===== src/rtl/wdt_guard_pkg.sv =====
package wdt_guard_pkg;
  localparam int ADDR_W   = 6;
  localparam int DATA_W   = 32;
  localparam int HALF_W   = 16;
  localparam int LOAD_W   = 2 * HALF_W;

  localparam logic [ADDR_W-1:0] OFF_LOAD_LO = 6'h00;
  localparam logic [ADDR_W-1:0] OFF_LOAD_HI = 6'h04;
  localparam logic [ADDR_W-1:0] OFF_CTRL    = 6'h08;
  localparam logic [ADDR_W-1:0] OFF_LOCK    = 6'h20;

  localparam int CB_RUN   = 1;
  localparam int CB_MODE  = 2;
  localparam int CB_RSTEN = 3;
  localparam int CB_FLAG  = 4;

  localparam logic [HALF_W-1:0] UNLOCK_KEY = 16'hE551;

  typedef struct packed {
    logic flag;
    logic rst_en;
    logic mode;
    logic run;
  } ctrl_t;
endpackage


===== src/rtl/wdt_regs.sv =====
module wdt_regs
  import wdt_guard_pkg::*;
(
  input  logic              clk,
  input  logic              rst,
  input  logic              wr_en,
  input  logic              rd_en,
  input  logic [ADDR_W-1:0] addr,
  input  logic [DATA_W-1:0] wdata,
  input  logic              expire_rst_i,
  input  logic              expire_irq_i,
  output logic [DATA_W-1:0] rdata,
  output logic [LOAD_W-1:0] load_val_o,
  output logic              run_o,
  output logic              rst_en_o,
  output logic              irq_o
);
  logic              unlocked_q;
  logic [HALF_W-1:0] lo_q, hi_q;
  ctrl_t             ctrl_q;
  logic              wr_ok;
  logic [DATA_W-1:0] rd_mux;

  assign wr_ok = wr_en && unlocked_q;

  always_ff @(posedge clk) begin
    if (rst) begin
      unlocked_q <= 1'b0;
    end else if (wr_en && addr == OFF_LOCK) begin
      unlocked_q <= (wdata[HALF_W-1:0] == UNLOCK_KEY);
    end
  end

  always_ff @(posedge clk) begin
    if (rst) begin
      lo_q <= '0;
      hi_q <= '0;
    end else if (wr_ok) begin
      if (addr == OFF_LOAD_LO) lo_q <= wdata[HALF_W-1:0];
      if (addr == OFF_LOAD_HI) hi_q <= wdata[HALF_W-1:0];
    end
  end

  always_ff @(posedge clk) begin
    if (rst) begin
      ctrl_q <= '0;
    end else begin
      if (wr_ok && addr == OFF_CTRL) begin
        ctrl_q.run    <= wdata[CB_RUN];
        ctrl_q.mode   <= wdata[CB_MODE];
        ctrl_q.rst_en <= wdata[CB_RSTEN];
        if (wdata[CB_FLAG]) ctrl_q.flag <= 1'b0;
      end
      if (expire_rst_i) ctrl_q.run  <= 1'b0;
      if (expire_irq_i) ctrl_q.flag <= 1'b1;
    end
  end

  always_comb begin
    rd_mux = '0;
    case (addr)
      OFF_LOAD_LO: rd_mux[HALF_W-1:0] = lo_q;
      OFF_LOAD_HI: rd_mux[HALF_W-1:0] = hi_q;
      OFF_CTRL: begin
        rd_mux[CB_RUN]   = ctrl_q.run;
        rd_mux[CB_MODE]  = ctrl_q.mode;
        rd_mux[CB_RSTEN] = ctrl_q.rst_en;
        rd_mux[CB_FLAG]  = ctrl_q.flag;
      end
      OFF_LOCK: rd_mux[0] = unlocked_q;
      default: rd_mux = '0;
    endcase
  end

  always_ff @(posedge clk) begin
    if (rst)        rdata <= '0;
    else if (rd_en) rdata <= rd_mux;
  end

  assign load_val_o = {hi_q, lo_q};
  assign run_o      = ctrl_q.run;
  assign rst_en_o   = ctrl_q.rst_en;
  assign irq_o      = ctrl_q.flag;

  // a locked write to the low half leaves it unchanged
  p_locked_hold_r3: assert property (@(posedge clk) disable iff (rst)
    (!unlocked_q && wr_en && addr == OFF_LOAD_LO) |=> $stable(lo_q));

  // the flag stays set unless an unlocked write clears it
  p_flag_sticky_r8: assert property (@(posedge clk) disable iff (rst)
    (ctrl_q.flag && !(wr_ok && addr == OFF_CTRL && wdata[CB_FLAG])) |=> ctrl_q.flag);

  // a reset-mode expiry leaves run cleared
  p_run_clear_r7: assert property (@(posedge clk) disable iff (rst)
    expire_rst_i |=> !ctrl_q.run);

  // read data holds while no read is issued
  p_rdata_hold_r9: assert property (@(posedge clk) disable iff (rst)
    !rd_en |=> $stable(rdata));
endmodule


===== src/rtl/wdt_core.sv =====
module wdt_core
  import wdt_guard_pkg::*;
(
  input  logic              clk,
  input  logic              rst,
  input  logic              tick,
  input  logic              run_i,
  input  logic              rst_en_i,
  input  logic [LOAD_W-1:0] load_val_i,
  output logic              expire_rst_o,
  output logic              expire_irq_o
);
  logic [LOAD_W-1:0] cnt_q;
  logic              run_d;
  logic              armed_q;
  logic              start;
  logic              spent;

  assign start = run_i && !run_d;
  assign spent = (cnt_q <= LOAD_W'(1));

  always_ff @(posedge clk) begin
    if (rst) begin
      cnt_q        <= '0;
      run_d        <= 1'b0;
      armed_q      <= 1'b0;
      expire_rst_o <= 1'b0;
      expire_irq_o <= 1'b0;
    end else begin
      run_d        <= run_i;
      expire_rst_o <= 1'b0;
      expire_irq_o <= 1'b0;
      if (start) begin
        cnt_q   <= load_val_i;
        armed_q <= 1'b1;
      end else if (tick && run_i && armed_q) begin
        if (spent) begin
          if (rst_en_i) begin
            armed_q      <= 1'b0;
            expire_rst_o <= 1'b1;
          end else begin
            cnt_q        <= load_val_i;
            expire_irq_o <= 1'b1;
          end
        end else begin
          cnt_q <= cnt_q - LOAD_W'(1);
        end
      end
    end
  end

  // a reset-mode expiry fires once and does not repeat on the next clock
  p_single_expire_r7: assert property (@(posedge clk) disable iff (rst)
    expire_rst_o |=> !expire_rst_o);

  // nothing expires without a tick on the previous clock
  p_expire_needs_tick_r6: assert property (@(posedge clk) disable iff (rst)
    (expire_rst_o || expire_irq_o) |-> $past(tick));
endmodule


===== src/rtl/wdt_rstgen.sv =====
module wdt_rstgen #(
  parameter int PULSE_TICKS = 4
) (
  input  logic clk,
  input  logic rst,
  input  logic tick,
  input  logic expire_i,
  output logic sys_rst_o
);
  localparam int CW = $clog2(PULSE_TICKS + 1);
  logic [CW-1:0] left_q;

  always_ff @(posedge clk) begin
    if (rst) begin
      left_q    <= '0;
      sys_rst_o <= 1'b0;
    end else if (expire_i) begin
      left_q    <= CW'(PULSE_TICKS);
      sys_rst_o <= 1'b1;
    end else if (tick && left_q != '0) begin
      left_q <= left_q - CW'(1);
      if (left_q == CW'(1)) sys_rst_o <= 1'b0;
    end
  end

  // the reset output only rises after an expiry
  p_rst_cause_r7: assert property (@(posedge clk) disable iff (rst)
    $rose(sys_rst_o) |-> $past(expire_i));

  // the reset output only falls on a tick
  p_rst_fall_tick_r7: assert property (@(posedge clk) disable iff (rst)
    $fell(sys_rst_o) |-> $past(tick));
endmodule


===== src/rtl/wdt_guard.sv =====
module wdt_guard
  import wdt_guard_pkg::*;
#(
  parameter int PULSE_TICKS = 4
) (
  input  logic              clk,
  input  logic              rst,
  input  logic              tick,
  input  logic              wr_en,
  input  logic              rd_en,
  input  logic [ADDR_W-1:0] addr,
  input  logic [DATA_W-1:0] wdata,
  output logic [DATA_W-1:0] rdata,
  output logic              sys_rst_o,
  output logic              irq_o
);
  logic [LOAD_W-1:0] load_val;
  logic              run, rst_en, exp_rst, exp_irq;

  wdt_regs u_regs (
    .clk, .rst, .wr_en, .rd_en, .addr, .wdata,
    .expire_rst_i(exp_rst), .expire_irq_i(exp_irq),
    .rdata, .load_val_o(load_val), .run_o(run), .rst_en_o(rst_en), .irq_o
  );

  wdt_core u_core (
    .clk, .rst, .tick, .run_i(run), .rst_en_i(rst_en), .load_val_i(load_val),
    .expire_rst_o(exp_rst), .expire_irq_o(exp_irq)
  );

  wdt_rstgen #(.PULSE_TICKS(PULSE_TICKS)) u_rstgen (
    .clk, .rst, .tick, .expire_i(exp_rst), .sys_rst_o
  );
endmodule


===== config.mk =====
export PLATFORM = sky130hd
export DESIGN_NAME = wdt_guard
export DESIGN_NICKNAME = d
export VERILOG_FILES = /design/src/rtl/wdt_guard_pkg.sv /design/src/rtl/wdt_regs.sv /design/src/rtl/wdt_core.sv /design/src/rtl/wdt_rstgen.sv /design/src/rtl/wdt_guard.sv
export SDC_FILE = /design/constraint.sdc
export NUM_CORES = 1
export LEC_CHECK = 0
export ABC_AREA = 1
export BUFFER_PORTS_ARGS = -buffer_cell sky130_fd_sc_hd__buf_2
export CORE_UTILIZATION = 62
export CTS_CLUSTER_DIAMETER = 30
export DETAILED_ROUTE_END_ITERATION = 16
export GPL_ROUTABILITY_DRIVEN = 1
export PLACE_DENSITY = 0.95
export SLEW_MARGIN = 20
export SYNTH_ARGS = -nofsm -noshare
export SYNTH_HDL_FRONTEND = slang
export SYNTH_SLANG_ARGS = --single-unit

===== constraint.sdc =====
create_clock -name clk -period 2.5 [get_ports clk]
set_input_delay 0.125 -clock clk [delete_from_list [all_inputs] [get_ports clk]]
set_output_delay 0.125 -clock clk [all_outputs]
set_load 0.01 [all_outputs]

; ---- After elaboration in Yosys (flattened, before gate mapping)
; Cells that the tools add are included.
[totals]
ff_bits = 93
in_bits = 43
output_inout_bits = 34
elab_cells = 73
[classes]
addsub = 2
order_cmp = 1
n_eq_ne = 6
muxes = 21
bitwise_logic = 2
reduce_logical = 25
[ops]
columns = op, count
row1 = $mux 32, 4
row2 = $le 32x1->1 const B, 1
row3 = $sub 32x1->32 const B, 1
row4 = $pmux 11 s2, 1
row5 = $eq 16x16->1 const B, 1
row6 = $reduce_bool 2->1, 7
row7 = $pmux 4 s3, 1
row8 = $mux 1, 11
row9 = $reduce_and 2->1, 5
row10 = $logic_and 1x1->1, 7
row11 = $eq 6x3->1 const B, 1
row12 = $eq 6x4->1 const B, 1
row13 = $eq 6x6->1 const B, 1
row14 = $logic_not 6->1, 1
row15 = $mux 3, 2
row16 = $mux 4, 1
row17 = $reduce_or 4->1, 1
row18 = $eq 3x1->1 const B, 1
row19 = $ne 3x2->1 const B, 1
row20 = $pmux 1 s3, 1
row21 = $reduce_and 3->1, 1
row22 = $reduce_bool 3->1, 1
row23 = $sub 3x1->3 const B, 1
row24 = $not 1->1, 2
row25 = 2 further kinds, 2

; ---- Logic depth before layout (Yosys ltp)
[logic_depth]
depth_word = 4
mapped_depth = 16
mapped_depth_nobuf = 15

; ---- Hierarchy
; From an unflattened synthesis, not the netlist that was laid out.
[unflattened]
hier_cells = 809
hier_area_um2 = 5425.2
[by_module_without_submodules]
columns = mod, instances, cells_per_inst, area_per_inst_um2, seq_area_each_um2
row1 = wdt_core, 1, 456, 2721.4, 720.7
row2 = wdt_regs, 1, 323, 2463.6, 1061.0
row3 = wdt_rstgen, 1, 30, 240.2, 80.1

; ---- Worst setup path before layout
; OpenSTA, ideal clock, no wires.
[synth_path]
path_type = flip-flop to flip-flop
start = reg u_core.cnt_q[0]
end = reg u_core.cnt_q[30]
setup_time_ps = 117
arrival_time_ps = 1528
required_time_ps = 2383
setup_slack_ps = 855
stages_incl_launch_ff = 15
path_buffers = 1
cell_sequence = dfxtp_1 inv_1 ha_1 inv_1 nand2_1 nand2_1 nor2_2 inv_2 nor2_4 nand3_4 nand2_4 nand2_4 clkbuf_1 o21ai_0 nor2_1
[synth_between]
elab_chain_len = 4
elab_cells_between_ends = 7
[synth_lines]
columns = element, line_no
row1 = from (decl), wdt_core.sv:13  ; logic [LOAD_W-1:0] cnt_q;
row2 = from (signal assigned), wdt_core.sv:34  ; cnt_q <= load_val_i;
row3 = from (signal assigned), wdt_core.sv:42  ; cnt_q <= load_val_i;
row4 = from (signal assigned), wdt_core.sv:46  ; cnt_q <= cnt_q - LOAD_W'(1);
row5 = $sub 32x1->32 / $le 32x1->1 (equally long branches), "wdt_core.sv:46, wdt_core.sv:20"
row6 = $mux 32, wdt_core.sv:37  ; if (spent) begin
row7 = $mux 32, wdt_core.sv:36  ; end else if (tick && run_i && armed_q) begin
row8 = $mux 32, wdt_core.sv:33  ; if (start) begin
; Parallel ways exist; a longest one is shown, timed or not. The select of a mux whose other input is x is not followed.
; A chain may end at the register's enable or synchronous reset.

; ---- Final worst setup path
[layout_path]
start = reg u_core.cnt_q[0]
end = reg u_core.cnt_q[26]
; Same word-level chain as after synthesis.

==> metrics.txt <==
# TYPE chip_impl_metric gauge
chip_impl_info{name="status",value="completed"} 1
chip_impl_metric{name="report.final.slew_viol_count",unit=""} 0
chip_impl_metric{name="final-hold-violation-count",unit=""} 0
chip_impl_metric{name="timing.critical_path.fanout_max",unit=""} 40
chip_impl_metric{name="die_area",unit="mm^2"} 0.00847
chip_impl_metric{name="synth_seq_area_share",unit=""} 0.370
chip_impl_metric{name="ys_warn_count",unit=""} 0
chip_impl_metric{name="wl_per_cell",unit="um"} 15.1
chip_impl_metric{name="initial_utilization",unit=""} 0.647
chip_impl_metric{name="grt_start_max_net_pins",unit=""} 58
chip_impl_info{name="hold_path.startpoint",value="wdata[15]"} 1
chip_impl_metric{name="floorplan.rows",unit=""} 32
chip_impl_metric{name="synth_async_sr_flop_share",unit=""} 0
chip_impl_metric{name="dp.cells",unit=""} 872
chip_impl_metric{name="placement.io_buffers",unit=""} 44
chip_impl_metric{name="routed_vias",unit=""} 5211
chip_impl_metric{name="route.final.wire_length",unit="um"} 13500
chip_impl_metric{name="layout_overhead_on_the_synthesized_area",unit="%"} 8.17
chip_impl_metric{name="final_layout_size_suffix_gt1_frac",unit=""} 0.120
chip_impl_metric{name="finish.utilization",unit=""} 0.700
chip_impl_info{name="synth_commonest_cells",value="sky130_fd_sc_hd__nand2_1 (137), sky130_fd_sc_hd__nor2_1 (111), sky130_fd_sc_hd__inv_1 (95)"} 1
chip_impl_metric{name="syn_avg_cell_area",unit="um^2"} 6.69
chip_impl_metric{name="wl_met1",unit="um"} 5220
chip_impl_metric{name="cts.path.max_buffers",unit=""} 2
chip_impl_metric{name="via_count_of_the_first_global_routing_pass",unit=""} 4831
chip_impl_metric{name="area_used_by_multi_input_combinational_logic",unit="mm^2"} 0.00257
chip_impl_metric{name="firstDrtPassIters",unit=""} 7
chip_impl_info{name="highest_metal_layer_with_signal_wires",value="met4"} 1
chip_impl_info{name="rsz0062_at_grt",value="no"} 1
chip_impl_metric{name="syn-instance-count",unit=""} 751
chip_impl_info{name="timing.critical_path.from_type",value="flip-flop"} 1
chip_impl_metric{name="detailroute.wirelength.met2",unit="um"} 6410
chip_impl_info{name="yosysTopAreaCell",value="sky130_fd_sc_hd__dfxtp_1"} 1
chip_impl_metric{name="total_power",unit="mW"} 2.90
chip_impl_info{name="setup.worst_path.start",value="u_core.cnt_q[0]"} 1
chip_impl_metric{name="placed_area",unit="mm^2"} 0.00522
chip_impl_metric{name="cts_made_buffers",unit=""} 9
chip_impl_metric{name="post-dp-hpwl",unit="um"} 9360
chip_impl_info{name="synth-main-ff-cell",value="sky130_fd_sc_hd__dfxtp_1"} 1
chip_impl_metric{name="gpl.final_weighted_congestion",unit=""} 0.940
chip_impl_metric{name="grt_overflow",unit=""} 0
chip_impl_metric{name="seqCellArea",unit="mm^2"} 0.00186
chip_impl_metric{name="fp.dieH",unit="um"} 92.0
chip_impl_metric{name="fillers",unit=""} 593
chip_impl_info{name="synth_most_common_cell",value="sky130_fd_sc_hd__nand2_1"} 1
chip_impl_metric{name="postCtsSetupRepairBufs",unit=""} 0
chip_impl_metric{name="finalWorstPathRequiredPeriod",unit="ns"} 2.20
chip_impl_metric{name="io_pins",unit=""} 77
chip_impl_metric{name="gr-usage-all-layers",unit=""} 0.332
chip_impl_metric{name="layout_worst_path_cycle_share",unit=""} 0.878
chip_impl_metric{name="max_cap_violations",unit=""} 0
chip_impl_metric{name="final-setup-viol-count",unit=""} 0
chip_impl_info{name="min_path_type",value="primary input to flip-flop"} 1
chip_impl_metric{name="fin_nets",unit=""} 829
chip_impl_metric{name="fp.coreArea",unit="mm^2"} 0.00777
chip_impl_metric{name="worst_ep_arrival_time",unit="ns"} 2.50
chip_impl_metric{name="synth_edf_count",unit=""} 0
chip_impl_metric{name="instances_no_fill",unit=""} 888
chip_impl_metric{name="finalSetupTns",unit="ns"} 0
chip_impl_metric{name="final_antenna_violating_net_count",unit=""} 0
chip_impl_metric{name="insertion_delay_of_the_later_clocked_pin_in_the_worst_skew_pair",unit="ns"} 0.37
chip_impl_metric{name="netlist.area_leader.share",unit=""} 0.370
chip_impl_metric{name="cts_max_level",unit=""} 3
chip_impl_metric{name="initial_antenna_violation_count",unit=""} 0
chip_impl_metric{name="area_of_all_placed_cells_without_fillers",unit="mm^2"} 0.00544
chip_impl_info{name="critPathCaptureType",value="flip-flop"} 1
chip_impl_metric{name="vdd_ir_drop_max",unit="uV"} 594
chip_impl_info{name="worstReg2RegStart",value="u_core.cnt_q[0]"} 1
chip_impl_info{name="setup.worst_path.class",value="flip-flop to flip-flop"} 1
chip_impl_info{name="tritoncts_clock_tree",value="built"} 1
chip_impl_metric{name="power.density",unit="mW/mm^2"} 534
chip_impl_metric{name="post_synth_num_cell_types",unit=""} 36
chip_impl_metric{name="max_freq",unit="MHz"} 456
chip_impl_metric{name="avgViaCountPerCell",unit=""} 5.87
chip_impl_metric{name="power.static_leakage",unit="nW"} 2.74
chip_impl_info{name="clock-root-buffer",value="sky130_fd_sc_hd__clkbuf_8"} 1
chip_impl_metric{name="cts.reportedPaths.clkPinSlew",unit="ns"} 0.10
chip_impl_metric{name="tightest_slew",unit="ns"} 0.673
chip_impl_metric{name="fp.dieW",unit="um"} 92.0
chip_impl_info{name="synth_top_cells_by_area",value="sky130_fd_sc_hd__dfxtp_1 (37%), sky130_fd_sc_hd__nand2_1 (10%), sky130_fd_sc_hd__o21ai_0 (9.2%), sky130_fd_sc_hd__nor2_1 (8.3%), sky130_fd_sc_hd__inv_1 (7.1%)"} 1
chip_impl_metric{name="clock_skew",unit="ns"} 0.00948
chip_impl_metric{name="post_cts_resized",unit=""} 0
chip_impl_metric{name="grt_first_pass_wirelength",unit="um"} 22200
chip_impl_metric{name="post_detailed_route_drc_marker_count",unit=""} 0
chip_impl_metric{name="first_iter_violations",unit=""} 718
chip_impl_metric{name="slew_headroom",unit=""} 0.550
chip_impl_metric{name="cp.required",unit="ns"} 2.81
chip_impl_metric{name="final_antenna_diode_count",unit=""} 0
chip_impl_metric{name="postSynthRegisterBits",unit=""} 93
chip_impl_metric{name="post_synthesis_cell_area",unit="mm^2"} 0.00503
chip_impl_metric{name="cts-hold-fix-buffers",unit=""} 0
chip_impl_metric{name="numClockSinks",unit=""} 93
chip_impl_metric{name="detailroute.wirelength.met3",unit="um"} 1330
## kinds of logic after synthesis
kind of cell,after synthesis,share of synthesized area
xor+xnor,14,0.0244
compound gates,179,0.195
flops,93,0.370
buf+inv,147,0.129
simple gates,312,0.268
fa+ha+maj,5,0.0124
other cells,1,0.000746
## metrics by stage
step	hold slack (ns)	setup WS [ns]
floorplan	0.260	0.855
global placement	0.393	0.475
detailed placement	0.401	0.361
CTS	0.0208	0.321
global route	0.0332	0.122
finish	0.0225	0.305
## area by class of cell
cell class	instances	area share
inverters	101	0.0697
flip-flops and latches	93	0.342
clock inverters	6	0.0145
repair buffers	50	0.0511
multi-input cells	526	0.473
clock buffers	10	0.0253
well taps	102	0.0235
## sequential cells by signal (all words and copies together), names as in the netlist, 3 cells and up
register,flops
u_core.cnt_q,32
u_regs.hi_q,16
u_regs.lo_q,16
u_regs.rdata,16
u_rstgen.left_q,3
## power breakdown
group / switching, mW / total (mW) / internal [mW]
registers: 0.0161 / 1.53 / 1.52
clock network: 0.598 / 1.11 / 0.511
logic: 0.173 / 0.260 / 0.0875
## worst max-delay path, cell delays in order, from the launching register on
cell and delay, ns:
sky130_fd_sc_hd__dfxtp_1 0.36, sky130_fd_sc_hd__inv_1 0.09, sky130_fd_sc_hd__ha_1 0.18, sky130_fd_sc_hd__inv_1 0.07, sky130_fd_sc_hd__nand2_1 0.06, sky130_fd_sc_hd__nand2_1 0.05
sky130_fd_sc_hd__nor2_2 0.13, sky130_fd_sc_hd__inv_2 0.06, sky130_fd_sc_hd__nor2_4 0.15, sky130_fd_sc_hd__nand3_4 0.10, sky130_fd_sc_hd__nand2_4 0.08, sky130_fd_sc_hd__nand2_4 0.21
sky130_fd_sc_hd__inv_2 0.35, sky130_fd_sc_hd__nand2_1 0.10, sky130_fd_sc_hd__a21oi_1 0.14
## final timing paths
path	end	slack [ns]	cells past startpoint
worst max register to register	u_core.cnt_q[26]	0.30	14
worst max-delay path	u_core.cnt_q[26]	0.30	14
worst min-delay path	u_regs.lo_q[15]	0.02	3
worst min register to register	u_regs.irq_o	0.44	2
## metal layers
layer / global-route usage / up-vias
met1: 0.409 / 2353
met4: 0.178 / 0
li1: - / 2445
met5: 0 / -
met3: 0.0564 / 62
met2: 0.553 / 351
## layout by cell type, fill, tap and decap left out, types with 5 or more instances in the layout
master / netlist / routed
sky130_fd_sc_hd__nor2_1: 111 / 111
sky130_fd_sc_hd__inv_2: 6 / 6
sky130_fd_sc_hd__conb_1: 1 / 16
sky130_fd_sc_hd__nor2_2: 10 / 10
sky130_fd_sc_hd__ha_1: 5 / 5
sky130_fd_sc_hd__buf_4: 20 / 5
sky130_fd_sc_hd__a21oi_1: 50 / 50
sky130_fd_sc_hd__dfxtp_1: 93 / 93
sky130_fd_sc_hd__nor3_1: 6 / 6
sky130_fd_sc_hd__nand3_1: 29 / 29
sky130_fd_sc_hd__o21ai_0: 92 / 92
sky130_fd_sc_hd__buf_2: 4 / 44
sky130_fd_sc_hd__inv_1: 95 / 95
sky130_fd_sc_hd__o221ai_1: 11 / 11
sky130_fd_sc_hd__o211ai_1: 13 / 13
sky130_fd_sc_hd__o21ai_1: 8 / 8
sky130_fd_sc_hd__xnor2_1: 10 / 10
sky130_fd_sc_hd__nand2_1: 137 / 137
sky130_fd_sc_hd__clkbuf_8: 0 / 10
Power figures use the tool's default switching activity.
